`src/rtl/iq_deint_pkg.sv`:
```
package iq_deint_pkg;
   typedef enum logic {
      WORD_I = 1'b0,
      WORD_Q = 1'b1
   } word_kind_e;
endpackage

```
`src/rtl/iq_phase_tracker.sv`:
```
module iq_phase_tracker
   import iq_deint_pkg::*;
(
   input  logic       clk,
   input  logic       rst_n,
   input  logic       sync_in,
   output logic       word_vld,
   output word_kind_e word_kind
);
   logic       sync_q;
   logic       locked_q;
   word_kind_e expect_q;
   logic       sync_rise;

   assign sync_rise = sync_in & ~sync_q;
   assign word_vld  = sync_rise | locked_q;
   assign word_kind = sync_rise ? WORD_I : expect_q;

   always_ff @(posedge clk) begin
      if (!rst_n) begin
         sync_q   <= 1'b0;
         locked_q <= 1'b0;
         expect_q <= WORD_I;
      end else begin
         sync_q <= sync_in;
         if (word_vld) begin
            locked_q <= 1'b1;
            expect_q <= (word_kind == WORD_I) ? WORD_Q : WORD_I;
         end
      end
   end

   // a fresh rise of sync always marks an I word
   p_rise_is_i_r3: assert property (@(posedge clk) disable iff (!rst_n)
      ($past(rst_n) && $rose(sync_in)) |-> (word_vld && word_kind == WORD_I));

   // back-to-back valid words alternate unless re-aligned
   p_alternate_r4: assert property (@(posedge clk) disable iff (!rst_n)
      ($past(rst_n) && word_vld && $past(word_vld) && !$rose(sync_in))
      |-> (word_kind != $past(word_kind)));

   // nothing is taken before sync has ever been seen high
   p_idle_until_sync_r2: assert property (@(posedge clk) disable iff (!rst_n)
      ($past(rst_n) && !$past(word_vld) && !sync_in) |-> !word_vld);
endmodule

```
`src/rtl/iq_pair_builder.sv`:
```
module iq_pair_builder
   import iq_deint_pkg::*;
#(
   parameter int DATA_W = 12
)(
   input  logic              clk,
   input  logic              rst_n,
   input  logic [DATA_W-1:0] din,
   input  logic              word_vld,
   input  word_kind_e        word_kind,
   input  logic              iq_shift,
   output logic [DATA_W-1:0] i_out,
   output logic [DATA_W-1:0] q_out,
   output logic              pair_vld
);
   logic [DATA_W-1:0] i_hold_q, q_hold_q;
   logic              i_pend_q, q_pend_q;
   logic              take_i, take_q, emit_on_q, emit_on_i;

   assign take_i    = word_vld && (word_kind == WORD_I);
   assign take_q    = word_vld && (word_kind == WORD_Q);
   assign emit_on_q = take_q && !iq_shift && i_pend_q;
   assign emit_on_i = take_i &&  iq_shift && q_pend_q;

   always_ff @(posedge clk) begin
      if (!rst_n) begin
         i_hold_q <= '0;
         q_hold_q <= '0;
         i_pend_q <= 1'b0;
         q_pend_q <= 1'b0;
         i_out    <= '0;
         q_out    <= '0;
         pair_vld <= 1'b0;
      end else begin
         pair_vld <= emit_on_q | emit_on_i;
         if (emit_on_q) begin
            i_out <= i_hold_q;
            q_out <= din;
         end
         if (emit_on_i) begin
            i_out <= din;
            q_out <= q_hold_q;
         end
         if (take_i) begin
            i_hold_q <= din;
            i_pend_q <= 1'b1;
            q_pend_q <= 1'b0;
         end
         if (take_q) begin
            q_hold_q <= din;
            q_pend_q <= 1'b1;
            i_pend_q <= 1'b0;
         end
      end
   end

   // no pair without a word taken on the edge before
   p_no_pair_idle_r2: assert property (@(posedge clk) disable iff (!rst_n)
      !word_vld |=> !pair_vld);

   // outputs hold when no word was taken
   p_hold_r7: assert property (@(posedge clk) disable iff (!rst_n)
      !word_vld |=> ($stable(i_out) && $stable(q_out)));

   // default mode, the Q word lands on q_out
   p_q_lands_r5: assert property (@(posedge clk) disable iff (!rst_n)
      (take_q && !iq_shift && i_pend_q) |=> (pair_vld && q_out == $past(din)));

   // shifted mode, the I word lands on i_out
   p_i_lands_r6: assert property (@(posedge clk) disable iff (!rst_n)
      (take_i && iq_shift && q_pend_q) |=> (pair_vld && i_out == $past(din)));
endmodule

```
`src/rtl/iq_deinterleaver.sv`:
```
module iq_deinterleaver
   import iq_deint_pkg::*;
#(
   parameter int DATA_W = 12
)(
   input  logic              clk,
   input  logic              rst_n,
   input  logic [DATA_W-1:0] din,
   input  logic              sync_in,
   input  logic              iq_shift,
   output logic [DATA_W-1:0] i_out,
   output logic [DATA_W-1:0] q_out,
   output logic              pair_vld
);
   generate
      if (DATA_W < 1) begin : g_bad_width
         $error("iq_deinterleaver: DATA_W must be at least 1");
      end
   endgenerate

   logic       word_vld;
   word_kind_e word_kind;

   iq_phase_tracker u_phase (
      .clk       (clk),
      .rst_n     (rst_n),
      .sync_in   (sync_in),
      .word_vld  (word_vld),
      .word_kind (word_kind)
   );

   iq_pair_builder #(.DATA_W(DATA_W)) u_pair (
      .clk       (clk),
      .rst_n     (rst_n),
      .din       (din),
      .word_vld  (word_vld),
      .word_kind (word_kind),
      .iq_shift  (iq_shift),
      .i_out     (i_out),
      .q_out     (q_out),
      .pair_vld  (pair_vld)
   );

   // reset leaves the outputs cleared on the next cycle
   p_reset_clear_r1: assert property (@(posedge clk)
      (!rst_n) |=> (!pair_vld && i_out == '0 && q_out == '0));
endmodule

```
`config.mk`:
```
export PLATFORM = sky130hd
export DESIGN_NAME = iq_deinterleaver
export DESIGN_NICKNAME = d
export VERILOG_FILES = /design/src/rtl/iq_deint_pkg.sv /design/src/rtl/iq_phase_tracker.sv /design/src/rtl/iq_pair_builder.sv /design/src/rtl/iq_deinterleaver.sv
export SDC_FILE = /design/constraint.sdc
export NUM_CORES = 1
export LEC_CHECK = 0
export ABC_AREA = 1
export BUFFER_PORTS_ARGS = -buffer_cell sky130_fd_sc_hd__clkbuf_2
export CAP_MARGIN = 5
export CORE_ASPECT_RATIO = 0.8
export CORE_MARGIN = 2
export CORE_UTILIZATION = 50
export DETAILED_ROUTE_END_ITERATION = 6
export PLACE_DENSITY_LB_ADDON = 0.08
export REMOVE_ABC_BUFFERS = 1
export SLEW_MARGIN = 20
export SYNTH_ARGS = -nofsm -noshare
export SYNTH_HDL_FRONTEND = slang
export SYNTH_SLANG_ARGS = --single-unit
```
`constraint.sdc`:
```
create_clock -name clk -period 1.2 [get_ports clk]
set_input_delay 0.24 -clock clk [delete_from_list [all_inputs] [get_ports clk]]
set_output_delay 0.24 -clock clk [all_outputs]
set_load 0.005 [all_outputs]
```
==> Yosys cells after proc, flatten, opt, wreduce, memory -nomap -nowiden <==
Index checks and enable logic that the tools add are counted.
{ "word_totals": {"register_bits": 54, "out_inout_bits": 25, "inputBits": 16, "word_cells": 34} }
{ "classes": {"muxes": 8, "bitwise": 6, "reduce_logical": 10} }
{ "ops": {"columns": ["op", "count"], "rows": [
  ["$mux W12", 4],
  ["$logic_and A1 B1 Y1", 6],
  ["$mux W1", 4],
  ["$reduce_bool A2 Y1", 2],
  ["$not A1 Y1", 3],
  ["$or A1 B1 Y1", 2],
  ["$reduce_or A2 Y1", 1],
  ["$and A1 B1 Y1", 1],
  ["$logic_not A1 Y1", 1]
]} }

==> Depth between registers and ports, before layout <==
Gate-level depths: netlist of run 1.
{ "logic_depth": {"word_depth": 8, "mapped_depth": 8, "ltp_nobuf": 7} }

==> By module <==
From an unflattened synthesis of run 1, not the netlist that was laid out.
{ "hier_totals": {"cells_unflattened": 307, "hier_area_um2": 2249.7} }
{ "by_module_without_submodules": {"columns": ["mod", "seq_area_each_um2", "instances", "area_each_um2", "cells_each"], "rows": [
  ["iq_pair_builder", 1021.0, 1, 2119.5, 288],
  ["iq_phase_tracker", 60.1, 1, 130.1, 19]
]} }

==> Least setup slack after synthesis of run 1 <==
OpenSTA, ideal clock, no wires.
{ "synth_path": {"path_kind": "register to register", "startpoint": "reg u_phase.locked_q", "endpoint": "reg u_pair.q_out[2]", "stages_incl_launch_ff": 8, "setup_slack_ps": -13, "period_less_slack_ps": 1213, "required_time_ps": 1069, "setup_time_ps": 131, "path_buffers": 2, "arrival_time_ps": 1082, "path_cell_list": "dfxtp_1 -> inv_1 -> o21ai_4 -> nand2_2 -> buf_4 -> buf_6 -> nand3_1 -> a21oi_2"} }
{ "synth_between": {"elab_chain_cells": 5} }
{ "synth_lines": {"columns": ["element", "line_no", "text"], "rows": [
  ["from (decl)", "iq_phase_tracker.sv:11", "logic locked_q;"],
  ["from (signal assigned)", "iq_phase_tracker.sv:22", "locked_q <= 1'b0;"],
  ["from (signal assigned)", "iq_phase_tracker.sv:27", "locked_q <= 1'b1;"],
  ["$or A1 B1 Y1 (*)", "iq_phase_tracker.sv:16", "assign word_vld = sync_rise | locked_q;"],
  ["$logic_and A1 B1 Y1 (on tied branches)", "iq_pair_builder.sv:20, iq_pair_builder.sv:21", null],
  ["$logic_and A1 B1 Y1 (on tied branches) (2 in series)", "iq_pair_builder.sv:23, iq_pair_builder.sv:22", null],
  ["$mux W12 or $reduce_bool A2 Y1 (tied branches)", null, null],
  ["to (signal assigned)", "iq_pair_builder.sv:38", "q_out <= din;"],
  ["to (signal assigned)", "iq_pair_builder.sv:42", "q_out <= q_hold_q;"],
  ["to (decl)", "iq_pair_builder.sv:13", "output logic [DATA_W-1:0] q_out,"]
]} }
Every way passes the cells marked *; elsewhere a longest branch is shown, timed or not.
A chain may end at the register's enable or synchronous reset.

==> Worst setup path in the final report of run 1 <==
{ "layout_path": {"startpoint": "reg u_phase.locked_q", "endpoint": "reg u_pair.i_out[8]"} }
{ "layout_between": {"elab_chain_cells": 5} }
{ "layout_lines": {"columns": ["element", "line_no", "text"], "rows": [
  ["$or A1 B1 Y1 (*)", "iq_phase_tracker.sv:16", null],
  ["$logic_and A1 B1 Y1 (on tied branches)", "iq_pair_builder.sv:20, iq_pair_builder.sv:21", null],
  ["$logic_and A1 B1 Y1 (on tied branches) (2 in series)", "iq_pair_builder.sv:23, iq_pair_builder.sv:22", null],
  ["$mux W12 or $reduce_bool A2 Y1 (tied branches)", null, null],
  ["to (signal assigned)", "iq_pair_builder.sv:37", "i_out <= i_hold_q;"],
  ["to (signal assigned)", "iq_pair_builder.sv:41", "i_out <= din;"],
  ["to (decl)", "iq_pair_builder.sv:12", "output logic [DATA_W-1:0] i_out,"]
]} }
Marked as above.

==> results of run 1 <==
## registers in the layout (all words and copies together), names as in the netlist
signal,flops
u_pair.q_pend_q,1
u_phase.expect_q,1
u_pair.q_hold_q,12
u_phase.locked_q,1
u_pair.q_out,12
u_pair.i_out,12
u_pair.i_pend_q,1
u_pair.pair_vld,1
u_pair.i_hold_q,12
u_phase.sync_q,1
## stage by stage
stage | setup slack, ps | instances
after floorplan | -1190 | 285
after global placement | -55.0 | 401
after detailed placement | -66.5 | 401
after CTS | -25.3 | 415
after global routing | -133 | 423
final | -85.1 | 423
## final cells by class
| cell class | count | area share |
|---|---|---|
| multi-input cells | 189 | 0.363 |
| flip-flops and latches | 54 | 0.337 |
| repair buffers | 68 | 0.197 |
| inverters | 44 | 0.0512 |
| clock buffers | 7 | 0.0268 |
| well taps | 60 | 0.0233 |
| clock inverters | 1 | 0.00155 |
## final timing paths
kind / end / slack [ps] / depth (start not counted) / from
max: u_pair.i_out[8] / -90 / 8 / u_phase.locked_q
min reg2reg: u_pair.q_hold_q[1] / 470 / 2 / u_pair.q_hold_q[1]
max reg2reg: u_pair.i_out[8] / -90 / 8 / u_phase.locked_q
min: u_phase.sync_q / 150 / 3 / sync_in
## cells by family after synthesis
kind of cell / Yosys count / synth area share
AO/OA/AOI/OAI: 67 / 0.166
AND/OR/NAND/NOR: 120 / 0.261
buffers and inverters: 65 / 0.117
flip-flops: 54 / 0.456
## power groups by stage
| stage | clock network (uW) | logic (uW) | registers, uW |
|---|---|---|---|
| 5_1_grt | 1150 | 541 | 1910 |
| 3_3_place_gp | 0 | 374 | 1930 |
| 4_1_cts | 1070 | 410 | 1900 |
| 6_report | 1050 | 493 | 1900 |
| 2_1_floorplan | 0 | 211 | 1940 |
| 3_5_place_dp | 0 | 380 | 1940 |
## routing by layer
layer,global-route usage,up-vias,wire length (um)
met3,0.0467,19,430
li1,-,1135,-
met2,0.351,78,2780
met5,0,-,0
met4,0.0742,0,148
met1,0.339,1048,2870
## worst max-delay path, stage by stage, from the launching register on
cell     delay (ps)
dfxtp_2         360
inv_2            50
o21ai_4         140
buf_12          150
nand2_8          70
buf_6           150
nand2_1          90
nand3_2          90
a21oi_2         120
## cell usage after synthesis (2+ instances only)
| library cell | count |
|---|---|
| a21oi_1 | 32 |
| a21oi_2 | 10 |
| buf_1 | 2 |
| buf_2 | 9 |
| buf_4 | 2 |
| buf_6 | 2 |
| clkbuf_1 | 6 |
| dfxtp_1 | 54 |
| inv_1 | 42 |
| nand2_1 | 21 |
| nand2_2 | 2 |
| nand3_1 | 46 |
| nand3_2 | 11 |
| nand4_1 | 8 |
| nor2_1 | 30 |
| o21ai_0 | 16 |
| o22ai_1 | 8 |
## what timing repair did
action                                  CTS  global route
endpoints found under the setup margin   35            46
buffers inserted                          3             3
pin swaps                                 4             6
resized for setup                        22            32
cloned                                    3             5
==> implementation parameters, run 1 <==
Parameter                              Value

Critical path
  WS Path Type    reg2reg
  Endpoint arrival time on the critical path    1540 ps
  Biggest fanout along the worst timing path    12
  CP endpoint kind    register
  CP required    1450 ps
  Setup crit start kind    register

Finish
  Cell area after layout    3230 um^2
  Area occupied by registers    roughly 1100 um^2
  Multi-input logic area    1170 um^2
  Fraction of layout cells with a size suffix above 1    0.350
  Filler Cells Inserted    384
  Nets@finish    378
  Utilization after layout    0.706
  Number of diodes    0
  Leading cell types in the layout, fill and taps excluded    dfxtp_1, nand3_1, inv_1, clkbuf_2, a21oi_1
  Commonest non-fill, non-tap cell in the layout    dfxtp_1
  Synth-to-layout area growth    36.1%

Synthesis
  Area share of the largest cell type after synthesis    0.456
  EDFF count, synth    0
  Combined area of all synthesized cells    2370 um^2
  Distinct cell type count after synthesis    22
  Synth warnings    0
  Sequential cell area fraction in the yosys report    0.456
  Most common flop cell mapped by yosys    dfxtp_1
  Post-Synthesis Mean Instance Area    7.75 um^2
  Post-synthesis sequential element count    54
  Largest area contributor in the netlist    dfxtp_1
  Top cells by area in the synthesized netlist    dfxtp_1, nand3_1, a21oi_1
  Synth async-reset ratio    0
  Synthesized instance count    306

Power
  Internal power    2530 uW
  Sw Ratio    0.265
  Maximum vdd ir drop    between 0.0007 and 0.0008 V
  Power Density    1070 nW/um^2
  Leak Pwr    0.00132 uW
  Combinational fraction of design power    0.143
  Proportion of power drawn by flip-flops and latches    0.552
  Power consumption    3440 uW
  Power spent charging and discharging nets    913 uW
  Fraction of power consumed by the clock network    0.304

STA
  Worst-case hold slack    approximately 150 ps
  Setup WS post-layout    -85.1 ps
  Final Hold Violating Endpoints    0
  Final worst path period need    1290 ps
  Fin Setup TNS    -1110 ps
  Setup-violating endpoint count in the final report    25
  Worst-margin pin slew    298 ps
  Post-route fraction of the period consumed by the critical path    1.07
  Setup Skew    5.39 ps
  Count of final max-slew check failures    0
  Worst slew margin relative to its limit    0.801
  RSZ-0062 raised after global routing    yes
  Achievable frequency    between 700 and 800 MHz

Detailed routing
  DR WL/cell    14.7 um
  DRC Markers    0
  Number of detailed-routing iterations run before antenna repair    4
  DR vias/cell    5.39
  DR vias    between 2,000 and 2,500
  Wire length after detailed routing    6230 um
  Number of antenna-violating nets in the routed design    0
  Iteration-0 DRC Markers    ~150

Run status
  Run status    complete, but fails checks
  Violated checks    negative setup slack

Global routing
  Pin count of the biggest net entering global routing    36
  Via count of the first global-routing pass    just under 2,000
  Leftover overflow at the end of global routing    0
  Number of antenna violations at the first check in global routing    0
  Global-route wire length before repair    9520 um
  Total routing usage reported by global routing    0.235

Clock network
  Number of buffers created by CTS    5
  # H-tree levels    2
  Clk Latency, worst-skew pair    310 ps
  Number of sinks driven by the clock tree    54
  Clock Path Buffers    2
  Clock tree from TritonCTS    yes
  Clock-pin slew reported for the worst setup and hold paths after clock tree synthesis    about 90 ps
  CTS Root Buffer Type    clkbuf_8
  Hold buffer count at cts    0

Job
  Max Cap Violations    0

Floorplan
  Placeable Area    4570 um^2
  Floorplan row count    22
  Horizontal die dimension    roughly 81 um
  Die Outline Area    approximately 5300 um^2
  I/O pin count    between 40 and 50
  Height of the chip    65.6 um
  Starting density of the core    0.519

Hold path
  Worst min-delay path category    in2reg

Placement
  Standard cell area after detailed placement    2700 um^2
  Gpl congestion    0.842
  Count of input and output buffers    40
  Post-detail-place hpwl    3560 um
No activity file was read; power rests on OpenSTA's default activity.
==> inputs of run 2 (changes only) <==
SKIP_LAST_GASP = 1   (was default)
==> run 2 against run 1 <==
  * Sequential cell count stayed put
  * Non-clock buffer count stayed put
  * The run still ends with negative setup slack left
  * Clock-buffer cell count unchanged
  * Worst hold slack improved by 8.1 ps
  * Global-route usage unchanged
  * Via count shrank 1.7%
  * Largest power group unchanged
  * Total power about the same
  * Clock power is essentially flat
  * Cell area is 0.35% lower
  * Die area stayed put
  * First-iteration DRC count increased by 6.8%
==> implementation parameters, run 2 (synthesized netlist as in run 1, its figures left out) <==
Parameter                              Value

Run status
  Run status    complete, but fails checks (unchanged)
  Violated checks    negative setup slack (unchanged)

Critical path
  Highest-delay cell along the critical path    dfxtp_2 (unchanged)
  Endpoint arrival time on the critical path    1540 ps (about the same)
  Reg2Reg Launch Point    u_phase.locked_q (unchanged)
  CP required    1450 ps (about the same)
  Cell count of the worst reg-to-reg path    8 (unchanged)
  CP endpoint kind    register (unchanged)
  Critical register-to-register path endpoint    u_pair.i_out[8] (unchanged)
  WS Path Type    reg2reg (unchanged)
  Setup crit start kind    register (unchanged)
  Biggest fanout along the worst timing path    12 (unchanged)
  Maximum cell stage delay along the critical path    360 ps (about the same)
  Crit path cell chain    inv_2 > o21ai_4 > buf_12 > nand2_8 > buf_6 > nand2_1 > nand3_2 > a21oi_2 (unchanged)
  Register-to-register setup slack    -90 ps (about the same)

Global routing
  Global-route wire length before repair    9520 um (unchanged)
  Number of antenna violations at the first check in global routing    0 (unchanged)
  Leftover overflow at the end of global routing    0 (unchanged)
  Total routing usage reported by global routing    0.235 (unchanged)
  Pin count of the biggest net entering global routing    36 (unchanged)
  Via count of the first global-routing pass    1,988 (unchanged)

Finish
  Utilization after layout    0.704 (was 0.706)
  Nets@finish    378 (unchanged)
  Filler Cells Inserted    385 (was 384)
  Leading cell types in the layout, fill and taps excluded    dfxtp_1, nand3_1, inv_1, clkbuf_2, a21oi_1 (unchanged)
  Synth-to-layout area growth    35.6% (was 36.1%)
  Fraction of layout cells with a size suffix above 1    0.339 (was 0.350)
  Number of diodes    0 (unchanged)
  Commonest non-fill, non-tap cell in the layout    dfxtp_1 (unchanged)
  Cell area after layout    3220 um^2 (was 3230 um^2)

Floorplan
  Floorplan row count    22 (unchanged)
  I/O pin count    41 (unchanged)
  Starting density of the core    0.519 (unchanged)
  Die Outline Area    5310 um^2 (unchanged)
  Placeable Area    4570 um^2 (unchanged)
  Horizontal die dimension    81.0 um (unchanged)
  Height of the chip    65.6 um (unchanged)

Job
  Max Cap Violations    0 (unchanged)

Power
  Power spent charging and discharging nets    915 uW (was 913 uW)
  Sw Ratio    0.266 (was 0.265)
  Maximum vdd ir drop    0.000751 V (was 0.000749 V)
  Combinational fraction of design power    0.142 (was 0.143)
  Power Density    1070 nW/um^2 (about the same)
  Proportion of power drawn by flip-flops and latches    0.552 (about the same)
  Leak Pwr    0.00132 uW (about the same)
  Internal power    2530 uW (about the same)
  Power consumption    3440 uW (about the same)
  Fraction of power consumed by the clock network    0.306 (was 0.304)

STA
  Final worst path period need    1290 ps (about the same)
  Count of final max-slew check failures    0 (unchanged)
  Post-route fraction of the period consumed by the critical path    1.07 (about the same)
  Worst-margin pin slew    286 ps (was 298 ps)
  Setup WS post-layout    -86.9 ps (was -85.1 ps)
  Setup Skew    8.11 ps (was 5.39 ps)
  Achievable frequency    777 MHz (was 778 MHz)
  Fin Setup TNS    -1150 ps (was -1110 ps)
  Setup-violating endpoint count in the final report    26 (was 25)
  Worst slew margin relative to its limit    0.809 (was 0.801)
  Final Hold Violating Endpoints    0 (unchanged)
  RSZ-0062 raised after global routing    yes (unchanged)

Placement
  Gpl congestion    0.842 (unchanged)
  Standard cell area after detailed placement    2700 um^2 (unchanged)
  Count of input and output buffers    40 (unchanged)
  Post-detail-place hpwl    3560 um (unchanged)

Detailed routing
  DR vias/cell    5.30 (was 5.39)
  DR WL/cell    14.8 um (was 14.7 um)
  DRC Markers    0 (unchanged)
  DR vias    2,242 (was 2,280)
  Wire length after detailed routing    6260 um (was 6230 um)
  Iteration-0 DRC Markers    156 (was 146)
  Number of antenna-violating nets in the routed design    0 (unchanged)
  Number of detailed-routing iterations run before antenna repair    4 (unchanged)

Hold path
  Origin of the worst min-delay path    sync_in (unchanged)
  Worst min-delay path category    in2reg (unchanged)
  Hold depth    3 (unchanged)
  Hold Path Sink    u_phase.sync_q (unchanged)

Clock network
  Number of sinks driven by the clock tree    54 (unchanged)
  Clock tree from TritonCTS    yes (unchanged)
  Clk Latency, worst-skew pair    310 ps (about the same)
  Number of buffers created by CTS    5 (unchanged)
  Clock Path Buffers    2 (unchanged)
  # H-tree levels    2 (unchanged)
  CTS Root Buffer Type    clkbuf_8 (unchanged)
  Clock-pin slew reported for the worst setup and hold paths after clock tree synthesis    90 ps (about the same)
## run 2: cell counts in the layout (fill, tap and decap cells not counted)
No cell type changed its count.
## run 2: per-layer routing
layer / vias to the layer above / wire length (um) / GRT usage
met5: - / 0 / 0
met4: 0 / 91 / 0.0742
met3: 11 / 335 / 0.0467
met2: 61 / 2870 / 0.351
met1: 1034 / 2960 / 0.339
li1: 1136 / - / -
## run 2: layout make-up
type	instances	area [um^2]	area share
flip-flops and latches	54	1080	0.337
clock buffers	7	86.3	0.0268
repair buffers	68	637	0.198
inverters	44	165	0.0514
well taps	60	75.1	0.0233
clock inverters	1	5.00	0.00156
multi-input cells	189	1160	0.361
## run 2: through the flow
| step | hold WS [ps] | cells | setup slack, ps |
|---|---|---|---|
| 2_1_floorplan | 333 | 285 | -1190 |
| 3_3_place_gp | 439 | 401 | -55.0 |
| 3_5_place_dp | 457 | 401 | -66.5 |
| 4_1_cts | 158 | 415 | -25.3 |
| 5_1_grt | 166 | 423 | -134 |
| 6_report | 159 | 423 | -86.9 |
## run 2: power groups by stage
stage / clock network, uW / registers (uW) / logic (uW)
2_1_floorplan: 0 / 1940 / 211
3_3_place_gp: 0 / 1930 / 374
3_5_place_dp: 0 / 1940 / 380
4_1_cts: 1070 / 1900 / 410
5_1_grt: 1150 / 1910 / 537
6_report: 1050 / 1900 / 490
## run 2: worst max-delay path, delay by kind of cell (launching register included)
kind            cells  cell delay (ps)
flops               1              360
simple gates        3              250
buf+inv             3              350
compound gates      2              260
## run 2: repair_timing
action                     4_1_cts  5_1_grt
cloned                           3        5
setup endpoints to repair       35       46
pin swaps                        4        6
buffers inserted                 3        3
gates resized for setup         22       25
hold buffers                     0        0
## run 2: worst max path at each step
stage | depth (start not counted) | endpoint | startpoint
2_1_floorplan | 6 | u_pair.i_out[0] | u_phase.locked_q
5_1_grt | 9 | u_pair.q_out[6] | u_phase.sync_q
4_1_cts | 7 | u_pair.i_out[8] | u_phase.locked_q
3_3_place_gp | 7 | u_pair.q_hold_q[0] | sync_in
3_5_place_dp | 6 | u_pair.i_out[4] | iq_shift
6_report | 8 | u_pair.i_out[8] | u_phase.locked_q
==> inputs of run 3 (changes only) <==
CORE_ASPECT_RATIO = default   (was 0.8)
CORE_UTILIZATION = 55   (was 50)
clock period = 1.6 ns   (was 1.2 ns; I/O delays follow)
==> run 3 against run 2 <==
  * The flow now finishes without violations
  * Maximum frequency decreased by 3.0%
  * Setup slack gained 360 ps
  * Clock power fell by 26%
  * Register-to-register slack better by 360 ps
  * Critical path depth down 3
  * Sequential power down 25%
  * Global-route usage shrank 0.60 points
  * Worst hold slack better by 71 ps
  * Largest cell class is now registers
  * Largest power group unchanged
==> implementation parameters, run 3 (synthesized netlist as in run 1, its figures left out) <==
Parameter                              Value

Detailed routing
  DR WL/cell    13.0 um (was 14.8 um)
  Wire length after detailed routing    5140 um (was 6260 um)
  DR vias    2,121 (was 2,242)
  Number of detailed-routing iterations run before antenna repair    4 (unchanged)
  DR vias/cell    5.36 (was 5.30)
  Iteration-0 DRC Markers    115 (was 156)
  Number of antenna-violating nets in the routed design    0 (unchanged)
  DRC Markers    0 (unchanged)

Critical path
  Biggest fanout along the worst timing path    25 (was 12)
  Endpoint arrival time on the critical path    1570 ps (was 1540 ps)
  WS Path Type    reg2reg (unchanged)
  CP endpoint kind    register (unchanged)
  Register-to-register setup slack    270 ps (was -90 ps)
  CP required    1840 ps (was 1450 ps)
  Setup crit start kind    register (unchanged)

Clock network
  # H-tree levels    2 (unchanged)
  Number of buffers created by CTS    5 (unchanged)
  CTS Root Buffer Type    clkbuf_8 (unchanged)
  Clk Latency, worst-skew pair    310 ps (about the same)
  Setup bufs post-CTS    0 (was 3)
  Hold buffer count at cts    0 (unchanged)
  # resized after CTS    0 (was 22)
  Number of sinks driven by the clock tree    54 (unchanged)
  Clock tree from TritonCTS    yes (unchanged)
  Clock Path Buffers    2 (unchanged)
  Clock-pin slew reported for the worst setup and hold paths after clock tree synthesis    80 ps (was 90 ps)

Finish
  Commonest non-fill, non-tap cell in the layout    dfxtp_1 (unchanged)
  Utilization after layout    0.666 (was 0.704)
  Number of diodes    0 (unchanged)
  Synth-to-layout area growth    14.8% (was 35.6%)
  Fraction of layout cells with a size suffix above 1    0.251 (was 0.339)
  Leading cell types in the layout, fill and taps excluded    dfxtp_1, nand3_1, inv_1 (was dfxtp_1, nand3_1, inv_1, clkbuf_2, a21oi_1)
  Nets@finish    361 (was 378)
  Number of standard cells in the layout, taps in and fillers out    396 (was 423)

STA
  Setup-violating endpoint count in the final report    0 (was 26)
  RSZ-0062 raised after global routing    no (was yes)
  Worst-margin pin slew    366 ps (was 286 ps)
  Fin Setup TNS    0 ps (was -1150 ps)
  Final Hold Violating Endpoints    0 (unchanged)
  Achievable frequency    753 MHz (was 777 MHz)
  Setup Skew    11.4 ps (was 8.11 ps)
  Count of final max-slew check failures    0 (unchanged)
  Final worst path period need    1330 ps (was 1290 ps)
  Setup WS post-layout    273 ps (was -86.9 ps)
  Post-route fraction of the period consumed by the critical path    0.829 (was 1.07)
  Worst slew margin relative to its limit    0.756 (was 0.809)

Global routing
  Pin count of the biggest net entering global routing    42 (was 36)
  Total routing usage reported by global routing    0.229 (was 0.235)
  Number of antenna violations at the first check in global routing    0 (unchanged)
  Global-route wire length before repair    9020 um (was 9520 um)
  Leftover overflow at the end of global routing    0 (unchanged)
  Via count of the first global-routing pass    2,010 (was 1,988)

Power
  Leak Pwr    0.00113 uW (was 0.00132 uW)
  Maximum vdd ir drop    0.000608 V (was 0.000751 V)
  Power Density    906 nW/um^2 (was 1070 nW/um^2)
  Power spent charging and discharging nets    625 uW (was 915 uW)
  Power consumption    2470 uW (was 3440 uW)
  Proportion of power drawn by flip-flops and latches    0.576 (was 0.552)
  Sw Ratio    0.253 (was 0.266)
  Fraction of power consumed by the clock network    0.313 (was 0.306)
  Combinational fraction of design power    0.111 (was 0.142)
  Internal power    1840 uW (was 2530 uW)

Placement
  Post-detail-place hpwl    3390 um (was 3560 um)
  Gpl congestion    0.808 (was 0.842)
  Post-placement worst setup slack    205 ps (was -66.5 ps)
  Count of input and output buffers    40 (unchanged)
  Placed Cells    388 (was 401)

Floorplan
  I/O pin count    41 (unchanged)
  Floorplan row count    23 (was 22)
  Die Outline Area    4850 um^2 (was 5310 um^2)
  Horizontal die dimension    69.7 um (was 81.0 um)
  Starting density of the core    0.580 (was 0.519)
  Placeable Area    4090 um^2 (was 4570 um^2)
  Height of the chip    69.7 um (was 65.6 um)

Hold path
  Worst min-delay path category    in2reg (unchanged)

Run status
  Run status    completed (was complete, but fails checks)

Job
  Max Cap Violations    0 (unchanged)
[run 3: cell count changes in the layout (fill, tap and decap cells not counted), sizes merged]
| cell | previous run | this run |
|---|---|---|
| bufbuf | 1 | 0 |
| clkbuf | 51 | 47 |
| nand2 | 26 | 24 |
| buf | 23 | 13 |
[run 3: path summary, 6_finish.rpt]
kind                  startpoint                   to  cells past startpoint
max             u_phase.expect_q      u_pair.q_out[1]                      5
min                      sync_in       u_phase.sync_q                      3
max reg2reg     u_phase.expect_q      u_pair.q_out[1]                      5
min reg2reg  u_pair.q_hold_q[11]  u_pair.q_hold_q[11]                      2
[run 3: cell type report]
cell class	count	area, um^2
multi-input combinational	187	1010
fill	380	1360
tap	50	62.6
inverter	44	165
clock inverter	1	5.00
timing repair buffer	53	310
clock buffer	7	86.3
sequential	54	1080
[run 3: worst max-delay path: stages (launching register included)]
cell and delay (ps):
dfxtp_1 360, buf_4 170, nand4_2 120, buf_4 310
nand3_1 150, a21oi_2 160
[run 3: power groups by stage]
stage	Clock (uW)	Sequential [uW]	Combinational, uW
after global placement	0	1450	267
final	772	1420	274
after CTS	797	1420	274
after detailed placement	0	1450	274
after floorplan	0	1460	158
after global routing	846	1430	310
[run 3: stage by stage]
stage	area, um^2	hold WS, ps
floorplan	2260	413
global placement	2630	446
detailed placement	2630	451
CTS	2720	219
global route	2720	245
finish	2720	230
[run 3: metal layers]
layer	share of wire	track usage	up-vias	wire length [um]
met4	0.011	0.0812	0	54
li1	-	-	1087	-
met2	0.45	0.382	55	2320
met5	0	0	-	0
met1	0.48	0.292	975	2470
met3	0.057	0.0480	4	292
